`config.mk`:
```
export PLATFORM = sky130hd
export DESIGN_NAME = lockstep_mask_unit
export DESIGN_NICKNAME = d
export VERILOG_FILES = /design/src/rtl/lockstep_mask_pkg.sv /design/src/rtl/where_stack.sv /design/src/rtl/cond_reduce.sv /design/src/rtl/lockstep_mask_unit.sv
export SDC_FILE = /design/constraint.sdc
export NUM_CORES = 1
export LEC_CHECK = 0
export BUFFER_PORTS_ARGS = -buffer_cell sky130_fd_sc_hd__buf_2
export CAP_MARGIN = 20
export CORE_ASPECT_RATIO = 0.7
export CORE_MARGIN = 2
export CORE_UTILIZATION = 35
export DETAILED_ROUTE_END_ITERATION = 7
export PLACE_DENSITY = 0.63
export SLEW_MARGIN = 20
export SYNTH_ARGS = -nofsm -noshare
export SYNTH_HDL_FRONTEND = slang
export SYNTH_SLANG_ARGS = --single-unit
```
`constraint.sdc`:
```
create_clock -name clk_i -period 4.8 [get_ports clk_i]
set_clock_uncertainty 0.05 [all_clocks]
set_input_delay 0.72 -clock clk_i [delete_from_list [all_inputs] [get_ports clk_i]]
set_output_delay 0.72 -clock clk_i [all_outputs]
set_load 0.005 [all_outputs]
```
`src/rtl/lockstep_mask_pkg.sv`:
```
package lockstep_mask_pkg;
  typedef enum logic [1:0] {
    OP_NOP  = 2'b00,
    OP_PUSH = 2'b01,
    OP_ELSE = 2'b10,
    OP_POP  = 2'b11
  } where_op_e;

  typedef enum logic [1:0] {
    BR_ALL  = 2'b00,
    BR_ANY  = 2'b01,
    BR_CTRL = 2'b10,
    BR_JUMP = 2'b11
  } br_mode_e;
endpackage

```
`src/rtl/where_stack.sv`:
```
module where_stack
  import lockstep_mask_pkg::*;
#(
  parameter int N     = 8,
  parameter int DEPTH = 4,
  localparam int DW   = $clog2(DEPTH + 1),
  localparam int IW   = (DEPTH > 1) ? $clog2(DEPTH) : 1
) (
  input  logic          clk_i,
  input  logic          rst_ni,
  input  where_op_e     op_i,
  input  logic [N-1:0]  cond_i,
  output logic [N-1:0]  mask_o,
  output logic [DW-1:0] depth_o,
  output logic          ovf_o,
  output logic          unf_o
);
  logic [N-1:0]  save_q [DEPTH];  // enclosing mask per level
  logic [N-1:0]  cnd_q  [DEPTH];  // condition of the level (inverted by else)
  logic [N-1:0]  mask_q;
  logic [DW-1:0] depth_q;
  logic          ovf_q, unf_q;
  logic          full, empty;
  logic [IW-1:0] top_idx, new_idx;

  always_comb begin
    full    = (depth_q == DW'(DEPTH));
    empty   = (depth_q == '0);
    new_idx = IW'(depth_q);
    top_idx = IW'(depth_q - DW'(1));
  end

  always_ff @(posedge clk_i or negedge rst_ni) begin
    if (!rst_ni) begin
      mask_q  <= '1;
      depth_q <= '0;
      ovf_q   <= 1'b0;
      unf_q   <= 1'b0;
      for (int l = 0; l < DEPTH; l++) begin
        save_q[l] <= '1;
        cnd_q[l]  <= '1;
      end
    end else begin
      unique case (op_i)
        OP_PUSH: begin
          if (full) begin
            ovf_q <= 1'b1;
          end else begin
            save_q[new_idx] <= mask_q;
            cnd_q[new_idx]  <= cond_i;
            mask_q          <= mask_q & cond_i;
            depth_q         <= depth_q + DW'(1);
          end
        end
        OP_ELSE: begin
          if (empty) begin
            unf_q <= 1'b1;
          end else begin
            mask_q         <= save_q[top_idx] & ~cnd_q[top_idx];
            cnd_q[top_idx] <= ~cnd_q[top_idx];
          end
        end
        OP_POP: begin
          if (empty) begin
            unf_q <= 1'b1;
          end else begin
            mask_q  <= save_q[top_idx];
            depth_q <= depth_q - DW'(1);
          end
        end
        default: ;
      endcase
    end
  end

  assign mask_o  = mask_q;
  assign depth_o = depth_q;
  assign ovf_o   = ovf_q;
  assign unf_o   = unf_q;
endmodule

```
`src/rtl/cond_reduce.sv`:
```
module cond_reduce #(
  parameter int N = 8
) (
  input  logic [N-1:0] cond_i,
  input  logic [N-1:0] mask_i,
  output logic         all_o,
  output logic         any_o
);
  logic [N-1:0] pass, hit;

  for (genvar i = 0; i < N; i++) begin : g_node
    assign pass[i] = cond_i[i] | ~mask_i[i];  // masked nodes do not veto
    assign hit[i]  = cond_i[i] &  mask_i[i];  // masked nodes do not vote
  end

  assign all_o = &pass;
  assign any_o = |hit;
endmodule

```
`src/rtl/lockstep_mask_unit.sv`:
```
module lockstep_mask_unit
  import lockstep_mask_pkg::*;
#(
  parameter int N     = 8,
  parameter int DEPTH = 4,
  localparam int DW   = $clog2(DEPTH + 1)
) (
  input  logic          clk_i,
  input  logic          rst_ni,
  input  logic [1:0]    op_i,
  input  logic [N-1:0]  cond_i,
  input  logic          instr_we_i,
  input  logic [1:0]    br_mode_i,
  input  logic          ctrl_cond_i,
  output logic [N-1:0]  node_we_o,
  output logic [N-1:0]  mask_o,
  output logic [DW-1:0] depth_o,
  output logic          br_taken_o,
  output logic          ovf_o,
  output logic          unf_o
);
  logic [N-1:0] mask;
  logic         red_all, red_any;

  where_stack #(.N(N), .DEPTH(DEPTH)) i_stack (
    .clk_i   (clk_i),
    .rst_ni  (rst_ni),
    .op_i    (where_op_e'(op_i)),
    .cond_i  (cond_i),
    .mask_o  (mask),
    .depth_o (depth_o),
    .ovf_o   (ovf_o),
    .unf_o   (unf_o)
  );

  cond_reduce #(.N(N)) i_reduce (
    .cond_i (cond_i),
    .mask_i (mask),
    .all_o  (red_all),
    .any_o  (red_any)
  );

  for (genvar i = 0; i < N; i++) begin : g_we
    assign node_we_o[i] = instr_we_i & mask[i];
  end

  always_comb begin
    unique case (br_mode_e'(br_mode_i))
      BR_ALL:  br_taken_o = red_all;
      BR_ANY:  br_taken_o = red_any;
      BR_CTRL: br_taken_o = ctrl_cond_i;
      default: br_taken_o = 1'b1;
    endcase
  end

  assign mask_o = mask;
endmodule

```
==> flow_summary_export.csv, run 1 <==
group,metric,value,unit
clocking,cts_hold_buf,0,
clocking,path_clk_slew,60,ps
global_routing,grt.overflow.total,0,
floorplan,die_w,134,um
synth,yosys.area.top_type,"dfstp_2",
cells_and_area,final_cells,536,
critical_path,critPathLaunchType,"flop",
synth,synth_most_common_cell,"dfstp_2",
flow_run,maxCapViolCount,0,
clocking,cts_max_path_buffers,2,
placed_design,io_buffers,37,
timing,hold_viol,0,
global_routing,grt_pass1_wl,17100,um
critical_path,setup.worst_path.end_class,"flop",
critical_path,r2r-end,"i_stack.cnd_q[26]$_DFFE_PN1P_",
critical_path,startpoint,"i_stack.depth_o[0]$_DFFE_PN0P_",
critical_path,r2r_slack,1610,ps
min_path,hp-start,"i_stack.save_q[23]$_DFFE_PN1P_",
min_path,min_path_cells,2,
synth,synthCells,343,
placed_design,gp_congestion,0.809,
cells_and_area,fillers,1069,
detailed_routing,ant_nets,0,
synth,yosys_warnings,0,
global_routing,grt_use_total,0.180,
detailed_routing,drc,0,
synth,yosys.area_share.simple,0.119,
min_path,min_to,"i_stack.save_q[23]$_DFFE_PN1P_",
placed_design,dpl_cell_area,4400,sq um
critical_path,cp.required,5010,ps
synth,synthDistinctLibCells,41,
synth,async_flop_share,1.00,
cells_and_area,layout-drive-gt1-share,0.470,
cells_and_area,nNetsFinal,398,
cells_and_area,diodes,0,
power_and_ir_drop,internal-power,1890,uW
synth,synthMuxAreaShare,0.153,
critical_path,arrival,3400,ps
synth,synth.top_cells.by_count,"dfstp_2, nor2_1, a221o_1, nand2_1, mux2_2",
clocking,h-tree-depth,3,
synth,synth-xor-area-share,0.00637,
synth,synthAdderAreaFrac,0.0243,
detailed_routing,via_per_inst,5.69,
timing,worst_slack,1610,ps
floorplan,fp.dieH,94.8,um
timing,fin_crit,3190,ps
timing,rsz0062_at_grt,"no",
synth,synth_edf_count,0,
synth,yosys_register_bits,77,
critical_path,crit_type,"flop to flop",
critical_path,path_cells,"inv_1 > ha_1 > nand2b_1 > nor2_4 > nor2b_4 > a221o_1",
power_and_ir_drop,p_comb_frac,0.362,
placed_design,hpwl,6960,um
power_and_ir_drop,power_frac_clock,0.258,
outcome,status,"finished, final reports clean",
clocking,insertion_delay,340,ps
synth,synth_top_family_by_area,"compound AO/OA/AOI/OAI gates",
critical_path,critical-path-max-stage-delay,730,ps
clocking,ctsResizeCount,0,
global_routing,antenna_found_initial,0,
timing,clock.fmax,314,MHz
cells_and_area,syn_to_final_growth,14.5,%
placed_design,placed_cells,520,
floorplan,start_util,0.356,
critical_path,crit_fanout,17,
timing,relSlewSlack,0.315,
detailed_routing,wl,10500,um
power_and_ir_drop,p_seq_frac,0.380,
clocking,numCtsBuffers,9,
placed_design,pre_cts_slack,1650,ps
floorplan,io_pins,38,
detailed_routing,wl_per_cell,19.6,um
synth,ys_top_cells_by_area,"dfstp_2, mux4_2, a221o_1",
critical_path,crit_family,"simple AND/OR/NAND/NOR gates",
timing,fin_setup_tns,0,ps
detailed_routing,first_pass_iters,5,
global_routing,grt_max_degree,78,
floorplan,die_area,12700,sq um
clocking,clock-root-buffer,"clkbuf_16",
power_and_ir_drop,swShare,0.345,
synth,syn-num-nets,367,
cells_and_area,final_cell_area,4720,sq um
power_and_ir_drop,ir_drop,0.273,mV
clocking,cts.sinks,77,
clocking,cts_tree,"done",
critical_path,cp_num_buf_inv,1,
critical_path,worstReg2RegStart,"i_stack.depth_o[0]$_DFFE_PN0P_",
min_path,min_path_type,"flop to flop",
timing,worst_pin_slew,1030,ps
power_and_ir_drop,leakage,0.00197,uW
critical_path,r2r_cells,6,
detailed_routing,drtIter0Drc,296,
power_and_ir_drop,p_switching,999,uW
synth,ys_seq_area_frac,0.489,
critical_path,crit_slowest_cell,"nor2_4",
synth,synth_top_area_frac,0.459,
synth,avgSynthCellArea,12.0,sq um
synth,synth_flop_cell,"dfstp_2",
clocking,postCtsSetupBuffers,0,
floorplan,num_rows,33,
detailed_routing,vias,3051,
floorplan,core_area,11600,sq um
synth,synth.cell_area,4130,sq um
global_routing,grt_pass1_vias,2998,
timing,setup_viol,0,
timing,finalCritPeriodShare,0.664,
power_and_ir_drop,p_per_area,613,nW/um^2
timing,maxSlewViolCount,0,
synth,synth_compound_area_frac,0.159,
-- kinds of logic after synthesis --
kind of cell	count (synthesis)
muxes	40
adders and majority gates	8
xor gates and xnor gates	3
and+or+nand+nor	100
DFF	77
buffers and inverters	38
AOI/OAI and AO/OA	77
-- through the flow --
| stage | power (uW) | hold slack (ps) | util |
|---|---|---|---|
| after floorplan | 1880 | 374 | - |
| after global placement | 2120 | 396 | 0.378 |
| after detailed placement | 2140 | 401 | 0.379 |
| after CTS | 2900 | 409 | 0.407 |
| after global routing | 3050 | 435 | 0.407 |
| final | 2890 | 410 | 0.407 |
-- sequential cells by signal (all words and copies together), names as in the netlist --
signal	flops
i_stack.cnd_q	32
i_stack.save_q	32
i_stack.mask_o	8
i_stack.depth_o	3
i_stack.ovf_o	1
i_stack.unf_o	1
-- per-layer routing --
metal  GRT usage  vias up  share of wire  wire length (um)
met1       0.259     1577           0.47              4940
met4      0.0594        0          0.013               136
met2       0.261      124           0.44              4650
met3      0.0488       13          0.073               762
met5           0        -              0                 0
li1            -     1337              -                 -
-- worst register-to-register path, stage by stage, from the launching register on --
cell	delay (ps)
dfrtp_1	590
inv_1	230
ha_1	410
nand2b_1	570
nor2_4	730
nor2b_4	180
a221o_1	340
-- cell usage in the layout (no fill, tap or decap), types with 2 or more instances in the layout --
cell type / synthesis / layout
inv_1: 19 / 19
nor2b_1: 2 / 2
clkbuf_8: 0 / 2
a21oi_1: 6 / 6
a221oi_1: 2 / 2
clkbuf_16: 0 / 9
nand2_1: 30 / 30
buf_2: 5 / 37
nand3b_1: 3 / 3
clkinv_2: 0 / 2
nand2b_1: 4 / 4
o21ai_1: 2 / 2
o21ai_0: 11 / 11
a21oi_2: 3 / 2
bufinv_16: 0 / 2
xnor2_1: 3 / 3
o21bai_1: 2 / 2
and2_1: 10 / 10
a222oi_1: 2 / 2
nand3_4: 2 / 2
ha_1: 8 / 8
dfstp_2: 72 / 72
a221o_1: 32 / 32
a31oi_1: 2 / 2
o22ai_1: 2 / 2
o2111ai_1: 8 / 8
mux2_2: 24 / 24
nand3_1: 3 / 3
mux4_2: 16 / 16
dfrtp_1: 5 / 5
nor2_1: 40 / 40
buf_4: 7 / 2
-- cell type report --
class                           instances  area [sq um]  share of cell area
Timing Repair Buffer                   39           200              0.0424
Inverter                               19          71.3              0.0151
Clock inverter                          4          70.1              0.0148
Multi-Input combinational cell        228          1910               0.405
Sequential cell                        77          2020               0.427
Clock buffer                           12           256              0.0543
Tap cell                              157           196              0.0416
-- power by group through the flow --
stage          Sequential (uW)  Combinational (uW)  Clock [uW]
6_report                  1100                1050         748
5_1_grt                   1130                1140         783
4_1_cts                   1100                1050         763
3_5_place_dp              1100                1040           0
3_3_place_gp              1090                1030           0
2_1_floorplan             1020                 854           0
-- worst max path at each step --
stage	depth (start not counted)	endpoint
after CTS	6	i_stack.cnd_q[26]$_DFFE_PN1P_
after global placement	6	i_stack.cnd_q[27]$_DFFE_PN1P_
after floorplan	11	i_stack.cnd_q[16]$_DFFE_PN1P_
after global routing	6	i_stack.cnd_q[30]$_DFFE_PN1P_
final	6	i_stack.cnd_q[26]$_DFFE_PN1P_
after detailed placement	6	i_stack.cnd_q[26]$_DFFE_PN1P_
(Power assumes the default switching activity.)
==> run 2: changes to the inputs <==
--- a/config.mk
+++ b/config.mk
@@ -11,7 +11,7 @@
 export CORE_MARGIN = 2
 export CORE_UTILIZATION = 35
 export DETAILED_ROUTE_END_ITERATION = 7
-export PLACE_DENSITY = 0.63
+export PLACE_DENSITY = 0.65
 export SLEW_MARGIN = 20
 export SYNTH_ARGS = -nofsm -noshare
 export SYNTH_HDL_FRONTEND = slang
==> constraint.sdc (replaced) <==
create_clock -name clk_i -period 2.6 [get_ports clk_i]
set_clock_uncertainty 0.05 [all_clocks]
set_input_delay 0.39 -clock clk_i [delete_from_list [all_inputs] [get_ports clk_i]]
set_output_delay 0.39 -clock clk_i [all_outputs]
set_load 0.005 [all_outputs]
==> run 2 against run 1 <==
Effect of this change:
- combinational power increased by 100%
- sequential power is 77% higher
- sequential cell count unchanged
- critical path type unchanged
==> flow_summary_export.csv, run 2 (synthesized netlist as in run 1, its figures left out) <==
group,metric,value,unit
clocking,path_clk_slew,60,ps
detailed_routing,topRoutingLayerUsed,"met4",
global_routing,grt_max_degree,34,
clocking,cts_max_path_buffers,2,
floorplan,core_area,11600,sq um
timing,holdWs,53.4,ps
timing,fin_setup_tns,0,ps
floorplan,die_w,134,um
cells_and_area,syn_to_final_growth,16.8,%
clocking,cts_hold_buf,0,
timing,worst_pin_slew,723,ps
clocking,clock-root-buffer,"clkbuf_16",
detailed_routing,wl_met1,5200,um
detailed_routing,wl,10900,um
timing,setup_viol,0,
global_routing,grt_pass1_wl,17800,um
flow_run,maxCapViolCount,0,
global_routing,grt_pass1_vias,3189,
timing,fin_crit,2280,ps
cells_and_area,mostFrequentLayoutCell,"dfstp_2",
detailed_routing,drc,0,
detailed_routing,wl_per_cell,19.9,um
timing,relSlewSlack,0.518,
detailed_routing,wl_met3,626,um
clocking,numCtsBuffers,9,
cells_and_area,final_cell_mix,"dfstp_2, nor2_1, buf_2, a221o_1, nand2_1",
timing,maxSlewViolCount,0,
power_and_ir_drop,ir_drop,0.446,mV
floorplan,fp.dieH,94.8,um
cells_and_area,fin_util,0.415,
timing,rsz0062_at_grt,"no",
floorplan,start_util,0.356,
clocking,ctsResizeCount,0,
floorplan,die_area,12700,sq um
cells_and_area,diodes,0,
global_routing,grt_use_total,0.187,
cells_and_area,multi_input_area,1900,sq um
global_routing,antenna_found_initial,0,
detailed_routing,ant_nets,0,
clocking,h-tree-depth,3,
power_and_ir_drop,p_per_area,1130,nW/um^2
floorplan,io_pins,38,
critical_path,critPathLaunchType,"flop",
min_path,min_path_type,"input pin to asynchronous set/reset pin",
placed_design,pre_cts_slack,343,ps
critical_path,arrival,2510,ps
cells_and_area,nNetsFinal,410,
detailed_routing,routed-wl-met2,4890,um
cells_and_area,seq_area,2020,sq um
floorplan,num_rows,33,
critical_path,r2r_slack,320,ps
timing,clock.fmax,440,MHz
clocking,cts_tree,"done",
placed_design,gp_congestion,0.871,
placed_design,hpwl,7510,um
critical_path,r2r_cells,7,
critical_path,worstReg2RegStart,"i_stack.depth_o[1]$_DFFE_PN0P_",
clocking,cts.sinks,77,
power_and_ir_drop,leakage,0.00203,uW
critical_path,r2r-end,"i_stack.cnd_q[14]$_DFFE_PN1P_",
cells_and_area,fillers,1079,
detailed_routing,first_pass_iters,4,
critical_path,crit_type,"flop to flop",
cells_and_area,layout-drive-gt1-share,0.486,
clocking,postCtsSetupBuffers,0,
placed_design,io_buffers,37,
global_routing,grt.overflow.total,0,
detailed_routing,drtIter0Drc,261,
detailed_routing,vias,3010,
timing,hold_viol,0,
critical_path,cp.required,2830,ps
clocking,insertion_delay,340,ps
power_and_ir_drop,p_total,5440,uW
outcome,status,"finished, final reports clean",
timing,worst_slack,325,ps
critical_path,crit_fanout,8,
detailed_routing,via_per_inst,5.49,
timing,finalCritPeriodShare,0.875,
critical_path,setup.worst_path.end_class,"flop",
==> run 2: critical path, cell delays in order (launching register included) <==
cell and delay [ps]:
dfrtp_1 470, inv_1 130, ha_1 220, nand2b_1 390, buf_4 280, nand3_1 330
nor2_1 200, a221o_1 140
==> run 2: worst max path at each step <==
stage	from	slack, ps	depth (start not counted)	to
finish	i_stack.depth_o[1]$_DFFE_PN0P_	320	7	i_stack.cnd_q[14]$_DFFE_PN1P_
global route	i_stack.depth_o[1]$_DFFE_PN0P_	150	7	i_stack.cnd_q[8]$_DFFE_PN1P_
CTS	i_stack.depth_o[1]$_DFFE_PN0P_	330	7	i_stack.cnd_q[14]$_DFFE_PN1P_
detailed placement	i_stack.depth_o[1]$_DFFE_PN0P_	340	7	i_stack.cnd_q[13]$_DFFE_PN1P_
global placement	i_stack.depth_o[1]$_DFFE_PN0P_	460	7	i_stack.cnd_q[12]$_DFFE_PN1P_
floorplan	i_stack.depth_o[0]$_DFFE_PN0P_	310	11	i_stack.cnd_q[16]$_DFFE_PN1P_
==> run 2: layer usage <==
| layer | up-vias | track usage |
|---|---|---|
| met5 | - | 0 |
| met4 | 0 | 0.0789 |
| met3 | 17 | 0.0392 |
| met2 | 99 | 0.276 |
| met1 | 1541 | 0.267 |
| li1 | 1353 | - |
==> run 2: power breakdown <==
part	total [uW]	switching, uW	internal (uW)
registers	1950	216	1730
clock network	1380	490	890
logic	2110	1180	935
==> run 2: cell type report <==
| type | instances | area share |
|---|---|---|
| Clock buffer | 12 | 0.0532 |
| Clock inverter | 4 | 0.0145 |
| Tap cell | 157 | 0.0408 |
| Inverter | 19 | 0.0148 |
| Sequential cell | 77 | 0.419 |
| Timing Repair Buffer | 51 | 0.0629 |
| Multi-Input combinational cell | 228 | 0.395 |
==> run 2: metrics by stage <==
stage | cell area, sq um | std cells
3_3_place_gp | 4490 | 532
6_report | 4820 | 548
2_1_floorplan | 4130 | 343
4_1_cts | 4820 | 548
5_1_grt | 4820 | 548
3_5_place_dp | 4490 | 532
